<file path="src/rtl/carry_shadow_pkg.sv">
// Package: shared parameters and types for the carry-chain shadow register.
// Assumes every user agrees on the attribute width and the window length.
package carry_shadow_pkg;

    localparam int ATTR_W = 2;

    // Carry attribute codes handed to each chained instruction
    typedef enum logic [ATTR_W-1:0] {
        CA_NONE  = 2'b00,
        CA_CIN   = 2'b01,
        CA_COUT  = 2'b10,
        CA_BOTH  = 2'b11
    } carry_attr_e;

    // Window operation picked once per cycle, in priority order
    typedef enum logic [2:0] {
        WOP_HOLD    = 3'd0,
        WOP_RESTORE = 3'd1,
        WOP_FLUSH   = 3'd2,
        WOP_LOAD    = 3'd3,
        WOP_SHIFT   = 3'd4
    } win_op_e;

endpackage

</file>
<file path="src/rtl/cs_op_select.sv">
// Module: cs_op_select
// Picks the single window operation for this cycle. The priority is
// restore, then flush, then prefix load, then shift on an advance.
// Assumes the inputs are already qualified decode signals.
module cs_op_select
    import carry_shadow_pkg::*;
(
    input  logic    restore_req,
    input  logic    flush_req,
    input  logic    load_req,
    input  logic    adv_req,
    input  logic    win_busy,
    output win_op_e op
);

    // Priority encode the requests into one operation
    always_comb begin
        if (restore_req)            op = WOP_RESTORE;
        else if (flush_req)         op = WOP_FLUSH;
        else if (load_req)          op = WOP_LOAD;
        else if (adv_req && win_busy) op = WOP_SHIFT;
        else                        op = WOP_HOLD;
    end

endmodule

</file>
<file path="src/rtl/cs_shadow_shift.sv">
// Module: cs_shadow_shift
// Holds the remaining attribute bits of the window. A load copies the
// immediate, a restore copies the saved bits, a flush zeroes the register,
// and a shift drops the lowest attribute and fills the top with zeros.
// Assumes op is one-hot in meaning (one operation per cycle).
module cs_shadow_shift
    import carry_shadow_pkg::*;
#(
    parameter int SLOTS = 8,
    localparam int BITS_W = SLOTS * ATTR_W
) (
    input  logic              clk,
    input  logic              rst_n,
    input  win_op_e           op,
    input  logic [BITS_W-1:0] load_bits,
    input  logic [BITS_W-1:0] restore_bits,
    output logic [BITS_W-1:0] bits_q
);

    // Update the shadow register according to the selected operation
    always_ff @(posedge clk) begin
        if (!rst_n) begin
            bits_q <= '0;
        end else begin
            case (op)
                WOP_RESTORE: bits_q <= restore_bits;
                WOP_FLUSH:   bits_q <= '0;
                WOP_LOAD:    bits_q <= load_bits;
                WOP_SHIFT:   bits_q <= bits_q >> ATTR_W;
                default:     bits_q <= bits_q;
            endcase
        end
    end

    // a shift drops exactly one attribute from the bottom
    a_r3_shift_by_attr: assert property (@(posedge clk) disable iff (!rst_n)
        (op == WOP_SHIFT) |=> (bits_q == ($past(bits_q) >> ATTR_W)));

    // a flush leaves no attribute behind
    a_r6_flush_zero_bits: assert property (@(posedge clk) disable iff (!rst_n)
        (op == WOP_FLUSH) |=> (bits_q == '0));

endmodule

</file>
<file path="src/rtl/cs_window_count.sv">
// Module: cs_window_count
// Counts the slots left in the window. A load sets it to SLOTS, a shift
// lowers it by one, a flush clears it, and a restore takes the saved value
// clamped to SLOTS. Assumes a shift is requested only while the count is
// non-zero.
module cs_window_count
    import carry_shadow_pkg::*;
#(
    parameter int SLOTS = 8,
    parameter int CNT_W = 4
) (
    input  logic             clk,
    input  logic             rst_n,
    input  win_op_e          op,
    input  logic [CNT_W-1:0] restore_cnt,
    output logic [CNT_W-1:0] cnt_q,
    output logic             busy
);

    localparam logic [CNT_W-1:0] FULL = CNT_W'(SLOTS);

    logic [CNT_W-1:0] restore_clamped;

    // Clamp a restored count to the window length
    always_comb begin
        restore_clamped = (restore_cnt > FULL) ? FULL : restore_cnt;
    end

    // Update the slot counter according to the selected operation
    always_ff @(posedge clk) begin
        if (!rst_n) begin
            cnt_q <= '0;
        end else begin
            case (op)
                WOP_RESTORE: cnt_q <= restore_clamped;
                WOP_FLUSH:   cnt_q <= '0;
                WOP_LOAD:    cnt_q <= FULL;
                WOP_SHIFT:   cnt_q <= cnt_q - 1'b1;
                default:     cnt_q <= cnt_q;
            endcase
        end
    end

    // Flag a window in progress
    always_comb begin
        busy = (cnt_q != '0);
    end

    // the count never goes past the window length
    a_r9_count_bound: assert property (@(posedge clk) disable iff (!rst_n)
        cnt_q <= FULL);

    // a prefix load fills the window
    a_r2_load_full: assert property (@(posedge clk) disable iff (!rst_n)
        (op == WOP_LOAD) |=> (cnt_q == FULL));

    // a shift consumes exactly one slot
    a_r3_count_step: assert property (@(posedge clk) disable iff (!rst_n)
        (op == WOP_SHIFT) |=> (cnt_q == $past(cnt_q) - 1'b1));

endmodule

</file>
<file path="src/rtl/carry_shadow_reg.sv">
// Module: carry_shadow_reg (top)
// Decode-stage shadow for a carry-chain prefix. It hands one 2-bit carry
// attribute to each of the SLOTS instructions that follow the prefix, holds
// the carry accumulator register index, and exposes save/restore ports so
// an interrupted window can resume. Assumes inst_adv pulses once per
// instruction leaving decode, and that the prefix itself is not counted.
module carry_shadow_reg
    import carry_shadow_pkg::*;
#(
    parameter int SLOTS     = 8,
    parameter int REG_IDX_W = 6,
    localparam int BITS_W   = SLOTS * ATTR_W,
    localparam int CNT_W    = $clog2(SLOTS + 1)
) (
    input  logic                 clk,
    input  logic                 rst_n,
    input  logic                 pfx_valid,
    input  logic [BITS_W-1:0]    pfx_imm,
    input  logic [REG_IDX_W-1:0] pfx_acc,
    input  logic                 inst_adv,
    input  logic                 flush,
    input  logic                 rst_valid,
    input  logic [BITS_W-1:0]    rst_bits,
    input  logic [CNT_W-1:0]     rst_count,
    input  logic [REG_IDX_W-1:0] rst_acc,
    output logic [ATTR_W-1:0]    slot_attr,
    output logic [REG_IDX_W-1:0] acc_index,
    output logic                 win_active,
    output logic [BITS_W-1:0]    save_bits,
    output logic [CNT_W-1:0]     save_count,
    output logic [REG_IDX_W-1:0] save_acc
);

    win_op_e              op;
    logic [BITS_W-1:0]    bits_q;
    logic [CNT_W-1:0]     cnt_q;
    logic                 busy;
    logic [REG_IDX_W-1:0] acc_q;

    cs_op_select u_sel (
        .restore_req (rst_valid),
        .flush_req   (flush),
        .load_req    (pfx_valid),
        .adv_req     (inst_adv),
        .win_busy    (busy),
        .op          (op)
    );

    cs_shadow_shift #(.SLOTS(SLOTS)) u_shift (
        .clk          (clk),
        .rst_n        (rst_n),
        .op           (op),
        .load_bits    (pfx_imm),
        .restore_bits (rst_bits),
        .bits_q       (bits_q)
    );

    cs_window_count #(.SLOTS(SLOTS), .CNT_W(CNT_W)) u_cnt (
        .clk         (clk),
        .rst_n       (rst_n),
        .op          (op),
        .restore_cnt (rst_count),
        .cnt_q       (cnt_q),
        .busy        (busy)
    );

    // Keep the carry accumulator register index for the window
    always_ff @(posedge clk) begin
        if (!rst_n) begin
            acc_q <= '0;
        end else if (op == WOP_RESTORE) begin
            acc_q <= rst_acc;
        end else if (op == WOP_LOAD) begin
            acc_q <= pfx_acc;
        end
    end

    // Drive the attribute and the save port from the window state
    always_comb begin
        win_active = busy;
        slot_attr  = busy ? bits_q[ATTR_W-1:0] : ATTR_W'(CA_NONE);
        acc_index  = acc_q;
        save_bits  = bits_q;
        save_count = cnt_q;
        save_acc   = acc_q;
    end

    // an advance with no window and no other request changes nothing
    a_r10_idle_adv: assert property (@(posedge clk) disable iff (!rst_n)
        (!win_active && inst_adv && !pfx_valid && !flush && !rst_valid)
        |=> (!win_active && $stable(save_bits)));

    // a restore wins over a flush in the same cycle
    a_r7_restore_wins: assert property (@(posedge clk) disable iff (!rst_n)
        (rst_valid && flush) |=> (save_bits == $past(rst_bits)));

    // an idle window hands out no carry involvement
    a_r4_idle_none: assert property (@(posedge clk) disable iff (!rst_n)
        (save_count == '0) |-> (slot_attr == 2'b00));

endmodule

</file>
<file path="config.mk">
export PLATFORM = sky130hd
export DESIGN_NAME = carry_shadow_reg
export DESIGN_NICKNAME = d
export VERILOG_FILES = /design/src/rtl/carry_shadow_pkg.sv /design/src/rtl/cs_op_select.sv /design/src/rtl/cs_shadow_shift.sv /design/src/rtl/cs_window_count.sv /design/src/rtl/carry_shadow_reg.sv
export SDC_FILE = /design/constraint.sdc
export NUM_CORES = 1
export LEC_CHECK = 0
export BUFFER_PORTS_ARGS = -buffer_cell sky130_fd_sc_hd__buf_2
export CAP_MARGIN = 20
export CORE_MARGIN = 2
export CORE_UTILIZATION = 46
export CTS_CLUSTER_SIZE = 14
export DETAILED_ROUTE_END_ITERATION = 12
export GPL_TIMING_DRIVEN = 0
export PLACE_DENSITY = 0.85
export RECOVER_POWER = 100
export SYNTH_ARGS = -nofsm -noshare
export SYNTH_HDL_FRONTEND = slang
export SYNTH_SLANG_ARGS = --single-unit
</file>
<file path="constraint.sdc">
create_clock -name clk -period 2.71 [get_ports clk]
set_input_delay 0.542 -clock clk [delete_from_list [all_inputs] [get_ports clk]]
set_output_delay 0.542 -clock clk [all_outputs]
set_load 0.01 [all_outputs]
</file>
==> results of run 1 <==
## sequential cells by signal (all words and copies together), names as in the netlist
name,flops
u_cnt.cnt_q,4
acc_index,6
u_shift.bits_q,16
## cell type report
type | instances | area [um2] | area share
multi-input combinational | 109 | 768 | 0.407
sequential | 26 | 520 | 0.276
timing repair buffer | 86 | 389 | 0.206
buffer | 18 | 118 | 0.0624
tap | 33 | 41.3 | 0.0219
inverter | 7 | 26.3 | 0.0139
clock buffer | 3 | 22.5 | 0.0119
## worst reg2reg max path: cells and delay by family (launching register included)
| kind | cells | cell delay [ps] |
|---|---|---|
| DFF | 1 | 400 |
| adders and majority gates | 1 | 190 |
| buffers and inverters | 2 | 470 |
| AOI/OAI and AO/OA | 1 | 330 |
| and+or+nand+nor | 2 | 500 |
## power by group
part / internal, W / switching (W)
combinational: 0.0000890 / 0.000112
sequential: 0.000407 / 0.0000179
clock: 0.0000522 / 0.000114
total: 0.000548 / 0.000244
## cell families after synthesis
logic type                 after synthesis  synth area share
AOI/OAI and AO/OA                       53             0.277
and+or+nand+nor                         47             0.191
buffers and inverters                   26             0.104
DFF                                     26             0.362
muxes                                    6            0.0417
adders and majority gates                2            0.0174
xor gates and xnor gates                 1           0.00609
## metrics by stage
| step | cell area [um2] | instances |
|---|---|---|
| after detailed placement | 1910 | 280 |
| after CTS | 1930 | 283 |
| final | 1890 | 282 |
| after global routing | 1890 | 282 |
| after global placement | 1910 | 280 |
| after floorplan | 1440 | 161 |
## Yosys cell counts, types with 3 or more instances
| library cell | instances |
|---|---|
| clkbuf_1 | 4 |
| o21ai_0 | 3 |
| nand4_1 | 9 |
| buf_4 | 6 |
| nor2_1 | 8 |
| inv_1 | 6 |
| mux2i_1 | 6 |
| buf_6 | 3 |
| nand2_1 | 12 |
| a22oi_1 | 14 |
| a211oi_1 | 7 |
| and2_1 | 4 |
| buf_2 | 5 |
| dfxtp_1 | 26 |
| o211ai_1 | 21 |
## metal layers
metal  GRT usage  up-vias  routed length, um
met5           0        -                  0
met4      0.0476        0                 35
met3      0.0606        6                320
met2       0.411       67               2020
met1       0.267      750               1610
li1            -      795                  -
## worst paths after layout
check	start	to	cells after the start
max	u_cnt.cnt_q[0]	slot_attr[1]	6
min	rst_count[0]	u_cnt.cnt_q[0]	3
max reg2reg	u_cnt.cnt_q[0]	u_shift.bits_q[14]	6
min reg2reg	u_shift.bits_q[13]	u_shift.bits_q[13]	2
## what timing repair did
action / 4_1_cts / 5_1_grt
endpoints found under the hold margin: 0 / 0
gates resized for setup: 0 / 0
hold buffers: 0 / 0
setup endpoints to repair: 0 / 2
==> flow_metrics.env, run 1 <==
export IMPL_hold_viol_final=0
export IMPL_wl_um=3990
export IMPL_layout_filler_cells=293
export IMPL_max_freq_mhz=401
export IMPL_cts_max_path_buffers=2
export IMPL_starting_utilization_of_the_core_area=0.479
export IMPL_synth_area_per_cell_um2=8.94
export IMPL_synth_area_leader_cell="dfxtp_1"
export IMPL_postLayoutCoreUtil=0.628
export IMPL_irDropWorstVdd_mv=0.326
export IMPL_cp_buffers_inverters=3
export IMPL_cell_pwr_density_nw_per_um2=420
export IMPL_synth_fp_nets=217
export IMPL_io_pin_count=89
export IMPL_core_region_area_um2=3000
export IMPL_dpl_hpwl_um=3130
export IMPL_clock_tree_from_tritoncts="built"
export IMPL_grt_total_usage=0.228
export IMPL_grt_overflow_total=0
export IMPL_clock_latency_on_the_worst_skew_pair_ps=320
export IMPL_critical_path_startpoint_type="flip-flop"
export IMPL_power_leakage_nw=0.790
export IMPL_pins_over_slew_limit=0
export IMPL_relSlewSlack=0.606
export IMPL_timing_critical_path_slowest_stage_cell="dfxtp_1"
export IMPL_proportion_of_synthesized_chip_area_in_sequential_cells=0.362
export IMPL_async_flop_share=0
export IMPL_postSynthRegisterBits=26
export IMPL_period_share=0.921
export IMPL_synth_top_cell_area_share=0.362
export IMPL_rsz_0062_raised_after_global_routing="false"
export IMPL_final_antenna_net_count=0
export IMPL_grt_pass1_vias=1488
export IMPL_cts_inserted_buffers=3
export IMPL_dp_slack_ps=460
export IMPL_most_frequent_standard_cell_in_the_layout_excluding_fill_and_tap_cells="buf_2"
export IMPL_floorplan_die_height_um=59.9
export IMPL_crit_arrival_ps=1950
export IMPL_area_growth_syn_to_layout_pct=31.0
export IMPL_final_hold_worst_slack_ps=397
export IMPL_highest_count_cells_in_the_layout_ignoring_fill_and_taps="buf_2 (56), clkbuf_1 (38), dfxtp_1 (26), o211ai_1 (21), a22oi_1 (14)"
export IMPL_cts_reportedPaths_clkPinSlew_ps=140
export IMPL_worstPathCellList="inv_1, ha_1, nor3b_2, inv_1, and2_0, buf_2"
export IMPL_timing_worst_setup_path_type="flip-flop to output pin"
export IMPL_top_post_synthesis_cells_by_area="dfxtp_1 (36%), o211ai_1 (11%), a22oi_1 (7.3%)"
export IMPL_largest_net_degree_at_the_start_of_global_routing=14
export IMPL_slack_of_the_worst_reg_to_reg_path_ps=730
export IMPL_rows=20
export IMPL_htreeDepth=1
export IMPL_dieArea_um2=3590
export IMPL_power_total_w=0.000792
export IMPL_numPortBuffers=86
export IMPL_yosysUniqueCellTypes=36
export IMPL_synth_main_ff_cell="dfxtp_1"
export IMPL_timing_critical_path_mode_cell="inv_1"
export IMPL_per_cell_routed_wire_length_um=14.1
export IMPL_clock_root_buffer="clkbuf_4"
export IMPL_timing_clock_skew_ps=5.61
export IMPL_worst_endpoint_required_time_ps=2170
export IMPL_cts_sink_count=26
export IMPL_vias_per_cell=5.74
export IMPL_timing_critical_path_max_delay_family="buffers and inverters"
export IMPL_post_route_cells_drive_above_1_share=0.293
export IMPL_holdCritPathClass="input pin to flip-flop"
export IMPL_total_number_of_yosys_warnings=0
export IMPL_worst_pin_slew_ps=589
export IMPL_postSynthCellCount=161
export IMPL_run_status="finished clean"
export IMPL_firstDrtPassIters=4
export IMPL_synth_cell_area_um2=1440
export IMPL_drtIter0Drc=89
export IMPL_n_antenna_cell=0
export IMPL_crit_fanout=15
export IMPL_finalNetCount=307
export IMPL_critical_path_endpoint_type="output pin"
export IMPL_critPathMaxStageDelay_ps=360
export IMPL_post_cts_buffers=0
export IMPL_die_width_um=59.9
export IMPL_timing_final_setup_violations=0
export IMPL_layout_min_cycle_time_ps=2490
export IMPL_gp_congestion=0.829
export IMPL_routed_vias=1618
export IMPL_antenna_found_initial=0
export IMPL_drc=0
export IMPL_cap_viol_max_count=0
export IMPL_wire_length_of_the_first_global_routing_pass_um=6310
export IMPL_setup_ws_ps=215
export IMPL_finalSetupTns_ps=0
export IMPL_synth_edff_count=0
(Power assumes the default switching activity.)
==> inputs of run 2 (changes only) <==
--- a/config.mk
+++ b/config.mk
@@ -5,14 +5,14 @@
 export SDC_FILE = /design/constraint.sdc
 export NUM_CORES = 1
 export LEC_CHECK = 0
-export BUFFER_PORTS_ARGS = -buffer_cell sky130_fd_sc_hd__buf_2
 export CAP_MARGIN = 20
 export CORE_MARGIN = 2
-export CORE_UTILIZATION = 46
+export CORE_UTILIZATION = 60
 export CTS_CLUSTER_SIZE = 14
 export DETAILED_ROUTE_END_ITERATION = 12
+export DONT_BUFFER_PORTS = 1
 export GPL_TIMING_DRIVEN = 0
-export PLACE_DENSITY = 0.85
+export PLACE_DENSITY = 0.76
 export RECOVER_POWER = 100
 export SYNTH_ARGS = -nofsm -noshare
 export SYNTH_HDL_FRONTEND = slang
==> run 2 against run 1 <==
Effect of this change:
- cell count is 32% lower
- combinational power shrank 39%
- sequential cell count did not move
- maximum frequency shrank 1.7%
- non-clock buffer count shrank 85
- first-iteration DRC count shrank 72%
- sequential power grew 4%
- die area is 22% lower
- worst hold slack worse by 67 ps
- global-route usage increased by 3.6 points
- total power is 5.5% higher
- via count decreased by 19%
- largest cell class unchanged
==> flow_metrics.env, run 2 (same netlist as run 1, synthesis figures left out) <==
export IMPL_run_status="finished clean"
export IMPL_topRoutingLayerUsed="met4"
export IMPL_power_leakage_nw=0.530
export IMPL_cap_viol_max_count=0
export IMPL_dpl_hpwl_um=2810
export IMPL_area_growth_syn_to_layout_pct=3.91
export IMPL_post_route_cells_drive_above_1_share=0.0909
export IMPL_cts_reportedPaths_clkPinSlew_ps=150
export IMPL_finalNetCount=222
export IMPL_largest_net_degree_at_the_start_of_global_routing=16
export IMPL_cts_max_path_buffers=2
export IMPL_routed_vias=1317
export IMPL_rows=17
export IMPL_timing_critical_path_mode_cell="inv_1"
export IMPL_pins_over_slew_limit=0
export IMPL_antenna_found_initial=0
export IMPL_detailroute_wirelength_met3_um=360
export IMPL_grt_total_usage=0.263
export IMPL_period_share=0.936
export IMPL_clock_latency_on_the_worst_skew_pair_ps=320
export IMPL_fin_area_um2=1500
export IMPL_layout_filler_cells=216
export IMPL_floorplan_die_height_um=53.0
export IMPL_vias_per_cell=6.82
export IMPL_htreeDepth=1
export IMPL_critical_path_endpoint_type="output pin"
export IMPL_timing_worst_setup_path_type="flip-flop to output pin"
export IMPL_grt_pass1_vias=1232
export IMPL_post_cts_buffers=0
export IMPL_timing_final_setup_violations=0
export IMPL_met2RoutedLength_um=1750
export IMPL_wire_length_of_the_first_global_routing_pass_um=5490
export IMPL_wl_um=3590
export IMPL_worst_endpoint_required_time_ps=2170
export IMPL_layout_min_cycle_time_ps=2540
export IMPL_cts_inserted_buffers=3
export IMPL_final_cells=193
export IMPL_crit_arrival_ps=2000
export IMPL_cts_sink_count=26
export IMPL_routedLengthMet1_um=1450
export IMPL_timing_critical_path_slowest_stage_cell="dfxtp_1"
export IMPL_grt_overflow_total=0
export IMPL_largest_register="u_shift.bits_q"
export IMPL_power_total_w=0.000836
export IMPL_highest_count_cells_in_the_layout_ignoring_fill_and_taps="dfxtp_1 (26), o211ai_1 (21), a22oi_1 (14), clkbuf_1 (12), nand2_1 (12)"
export IMPL_starting_utilization_of_the_core_area=0.644
export IMPL_critPathMaxStageDelay_ps=400
export IMPL_cell_pwr_density_nw_per_um2=559
export IMPL_crit_fanout=10
export IMPL_drc=0
export IMPL_gp_congestion=0.816
export IMPL_numPortBuffers=0
export IMPL_finalSetupTns_ps=0
export IMPL_holdCritPathClass="input pin to flip-flop"
export IMPL_worstPathCellList="inv_1, ha_1, nor3b_2, inv_1, clkbuf_2, and2_0"
export IMPL_drtIter0Drc=25
export IMPL_io_pin_count=89
export IMPL_per_cell_routed_wire_length_um=18.6
export IMPL_critical_path_startpoint_type="flip-flop"
export IMPL_postPlaceCellArea_um2=1470
export IMPL_rsz_0062_raised_after_global_routing="false"
export IMPL_timing_clock_skew_ps=6.43
export IMPL_dieArea_um2=2810
export IMPL_irDropWorstVdd_mv=0.349
export IMPL_firstDrtPassIters=4
export IMPL_hold_viol_final=0
export IMPL_relSlewSlack=0.592
export IMPL_final_antenna_net_count=0
export IMPL_most_frequent_standard_cell_in_the_layout_excluding_fill_and_tap_cells="dfxtp_1"
export IMPL_dp_cells=189
export IMPL_worst_pin_slew_ps=610
export IMPL_clock_tree_from_tritoncts="built"
export IMPL_core_region_area_um2=2230
export IMPL_n_antenna_cell=0
export IMPL_die_width_um=53.0
export IMPL_max_freq_mhz=394
export IMPL_clock_root_buffer="clkbuf_4"
export IMPL_largest_register_ffs=16
==> run 2: cell types whose count changed in the layout (fill, tap and decap cells not counted), moves of 2 or more <==
| cell | previous run | this run |
|---|---|---|
| buf_2 | 56 | 3 |
| clkbuf_1 | 38 | 12 |
| buf_4 | 4 | 0 |
| clkbuf_4 | 5 | 3 |
==> run 2: area by class of cell <==
class                           instances  area (um2)  share of cell area
Multi-Input combinational cell        109         768               0.514
Inverter                                7        26.3              0.0176
Clock inverter                          1        30.0              0.0201
Clock buffer                            3        22.5              0.0151
Tap cell                               28        35.0              0.0234
Sequential cell                        26         520               0.348
Buffer                                 19        92.6              0.0619
==> run 2: critical path: cells and delay by family, from the launching register on <==
| family | cells | cell delay, ps |
|---|---|---|
| and+or+nand+nor | 2 | 560 |
| adders and majority gates | 1 | 150 |
| buffers and inverters | 3 | 570 |
| DFF | 1 | 400 |
==> run 2: final timing paths <==
kind / slack [ps] / start / endpoint / cells after the start
hold reg to reg: 570 / u_shift.bits_q[6] / u_shift.bits_q[4] / 2
hold / removal: 330 / rst_count[0] / u_cnt.cnt_q[0] / 2
setup reg to reg: 820 / u_cnt.cnt_q[0] / u_cnt.cnt_q[1] / 6
setup / recovery: 170 / u_cnt.cnt_q[0] / slot_attr[1] / 6
==> run 2: per-layer routing <==
metal / track usage / vias up
met1: 0.323 / 616
met5: 0 / -
met4: 0.0812 / 0
li1: - / 622
met3: 0.0593 / 4
met2: 0.454 / 75
==> run 2: through the flow <==
step	setup WS [ps]	hold WS, ps	util
floorplan	673	513	-
global placement	413	539	0.660
detailed placement	412	548	0.660
CTS	19.0	325	0.683
global route	21.9	319	0.669
finish	172	331	0.669
==> run 2: report_power, final <==
| group | internal, W | switching [W] |
|---|---|---|
| Clock | 0.000149 | 0.000123 |
| Combinational | 0.0000460 | 0.0000770 |
| Sequential | 0.000407 | 0.0000331 |
| Total | 0.000602 | 0.000234 |
==> run 2: what timing repair did <==
| item | in CTS | in global routing |
|---|---|---|
| hold buffers | 0 | 0 |
| endpoints found under the setup margin | 0 | 2 |
| gates resized for setup | 0 | 2 |
==> inputs of run 3 (changes only) <==
--- a/config.mk
+++ b/config.mk
@@ -14,6 +14,7 @@
 export GPL_TIMING_DRIVEN = 0
 export PLACE_DENSITY = 0.76
 export RECOVER_POWER = 100
+export SETUP_SLACK_MARGIN = 0.5
 export SYNTH_ARGS = -nofsm -noshare
 export SYNTH_HDL_FRONTEND = slang
 export SYNTH_SLANG_ARGS = --single-unit
==> run 3 against run 2 <==
Effect of this change:
- non-clock buffer count rose by 3
- design area rose by 1.9%
- sequential power about the same
- combinational power up 11%
- sequential cell count did not move
- register-to-register slack lost 240 ps
- setup slack gained 210 ps
- sequential share of layout area shrank 0.66 points
- first-iteration DRC count grew 12%
- clock power hardly changed
- clock skew increased by 2.4 ps
- largest cell class unchanged
==> flow_metrics.env, run 3 (same netlist as run 1, synthesis figures left out) <==
export IMPL_pins_over_slew_limit=0
export IMPL_critical_path_startpoint_type="flip-flop"
export IMPL_dpl_hpwl_um=2810
export IMPL_vias_per_cell=6.83
export IMPL_area_growth_syn_to_layout_pct=5.91
export IMPL_grt_pass1_vias=1218
export IMPL_cts_max_path_buffers=2
export IMPL_antenna_found_initial=0
export IMPL_numPortBuffers=0
export IMPL_detailroute_wirelength_met3_um=376
export IMPL_gp_congestion=0.816
export IMPL_topRoutingLayerUsed="met4"
export IMPL_max_freq_mhz=430
export IMPL_wl_um=3640
export IMPL_cts_reportedPaths_clkPinSlew_ps=150
export IMPL_routed_vias=1338
export IMPL_power_report_internal_total_w=0.000612
export IMPL_power_leakage_nw=0.545
export IMPL_finalSetupTns_ps=0
export IMPL_timing_clock_skew_ps=8.86
export IMPL_final_cells=196
export IMPL_dp_slack_ps=412
export IMPL_grt_total_usage=0.264
export IMPL_clock_tree_from_tritoncts="built"
export IMPL_dp_cells=189
export IMPL_hold_viol_final=0
export IMPL_clock_latency_on_the_worst_skew_pair_ps=330
export IMPL_routedLengthMet1_um=1460
export IMPL_crit_fanout=10
export IMPL_layout_filler_cells=214
export IMPL_worst_endpoint_required_time_ps=2170
export IMPL_core_region_area_um2=2230
export IMPL_post_route_cells_drive_above_1_share=0.119
export IMPL_clock_root_buffer="clkbuf_4"
export IMPL_cell_pwr_density_nw_per_um2=559
export IMPL_largest_net_degree_at_the_start_of_global_routing=16
export IMPL_clock_power_share=0.323
export IMPL_met2RoutedLength_um=1780
export IMPL_rsz_0062_raised_after_global_routing="false"
export IMPL_timing_worst_setup_path_type="flip-flop to output pin"
export IMPL_finalNetCount=225
export IMPL_final_antenna_net_count=0
export IMPL_wire_length_of_the_first_global_routing_pass_um=5460
export IMPL_largest_register_ffs=16
export IMPL_switching_power_as_a_share_of_total_power=0.281
export IMPL_final_hold_worst_slack_ps=322
export IMPL_drtIter0Drc=28
export IMPL_crit_arrival_ps=1790
export IMPL_dieArea_um2=2810
export IMPL_n_antenna_cell=0
export IMPL_critical_path_endpoint_type="output pin"
export IMPL_htreeDepth=1
export IMPL_cts_inserted_buffers=3
export IMPL_io_pin_count=89
export IMPL_starting_utilization_of_the_core_area=0.644
export IMPL_firstDrtPassIters=4
export IMPL_rows=17
export IMPL_floorplan_die_height_um=53.0
export IMPL_relSlewSlack=0.600
export IMPL_grt_overflow_total=0
export IMPL_drc=0
export IMPL_timing_final_setup_violations=0
export IMPL_seq_power_share=0.517
export IMPL_die_width_um=53.0
export IMPL_run_status="finished clean"
export IMPL_largest_register="u_shift.bits_q"
export IMPL_per_cell_routed_wire_length_um=18.6
export IMPL_p_sw_w=0.000239
export IMPL_period_share=0.859
export IMPL_holdCritPathClass="input pin to flip-flop"
export IMPL_cap_viol_max_count=0
export IMPL_highest_count_cells_in_the_layout_ignoring_fill_and_taps="dfxtp_1 (26), o211ai_1 (21), a22oi_1 (14), clkbuf_1 (13), nand2_1 (12)"
export IMPL_setup_ws_ps=382
export IMPL_cts_sink_count=26
export IMPL_most_frequent_standard_cell_in_the_layout_excluding_fill_and_tap_cells="dfxtp_1"
export IMPL_layout_min_cycle_time_ps=2330
export IMPL_worst_pin_slew_ps=597
export IMPL_irDropWorstVdd_mv=0.350
export IMPL_combPwrFrac=0.160
==> run 3: timing repair <==
action | CTS | global route
hold buffers | 0 | 0
setup buffers | 1 | 2
pin swaps | 0 | 0
gates resized for setup | 7 | 7
setup endpoints to repair | 3 | 2
gates cloned | 0 | 0
hold endpoints to repair | 0 | 0
==> run 3: critical path, stage by stage (launching register included) <==
cell     delay, ps
dfxtp_1        400
inv_1          130
ha_1           160
nor3b_1        320
inv_2          120
buf_8          170
and2_4         160
==> run 3: worst paths after layout <==
kind | start | cells after the start | slack [ps] | end
worst min register to register | u_shift.bits_q[6] | 2 | 570 | u_shift.bits_q[4]
worst max register to register | u_cnt.cnt_q[0] | 7 | 580 | u_cnt.cnt_q[1]
worst max-delay path | u_cnt.cnt_q[0] | 6 | 380 | slot_attr[1]
worst min-delay path | rst_count[0] | 2 | 320 | u_cnt.cnt_q[0]
==> run 3: cell type report <==
cell class | count | area (um2) | area share
Buffer | 19 | 103 | 0.0673
Clock buffer | 3 | 22.5 | 0.0148
Clock inverter | 1 | 30.0 | 0.0197
Inverter | 7 | 26.3 | 0.0172
Multi-Input combinational cell | 109 | 768 | 0.504
Sequential cell | 26 | 520 | 0.342
Tap cell | 28 | 35.0 | 0.0230
Timing Repair Buffer | 3 | 18.8 | 0.0123
==> run 3: metal layers <==
metal / vias to the layer above / track usage
met2: 80 / 0.460
met4: 0 / 0.0726
li1: 629 / -
met1: 625 / 0.325
met3: 4 / 0.0565
met5: - / 0
==> run 3: power by group through the flow <==
stage | registers [W] | clock network [W] | logic (W)
6_report | 0.000440 | 0.000275 | 0.000136
5_1_grt | 0.000444 | 0.000289 | 0.000151
4_1_cts | 0.000441 | 0.000273 | 0.000138
3_5_place_dp | 0.000449 | 0 | 0.000129
3_3_place_gp | 0.000448 | 0 | 0.000125
2_1_floorplan | 0.000442 | 0 | 0.000105
==> run 3: through the flow <==
stage                     instance area [um2]   util  total power (W)
after global placement                   1470  0.660         0.000573
after floorplan                          1440      -         0.000548
final                                    1520  0.682         0.000851
after detailed placement                 1470  0.660         0.000578
after CTS                                1550  0.695         0.000852
after global routing                     1520  0.682         0.000884
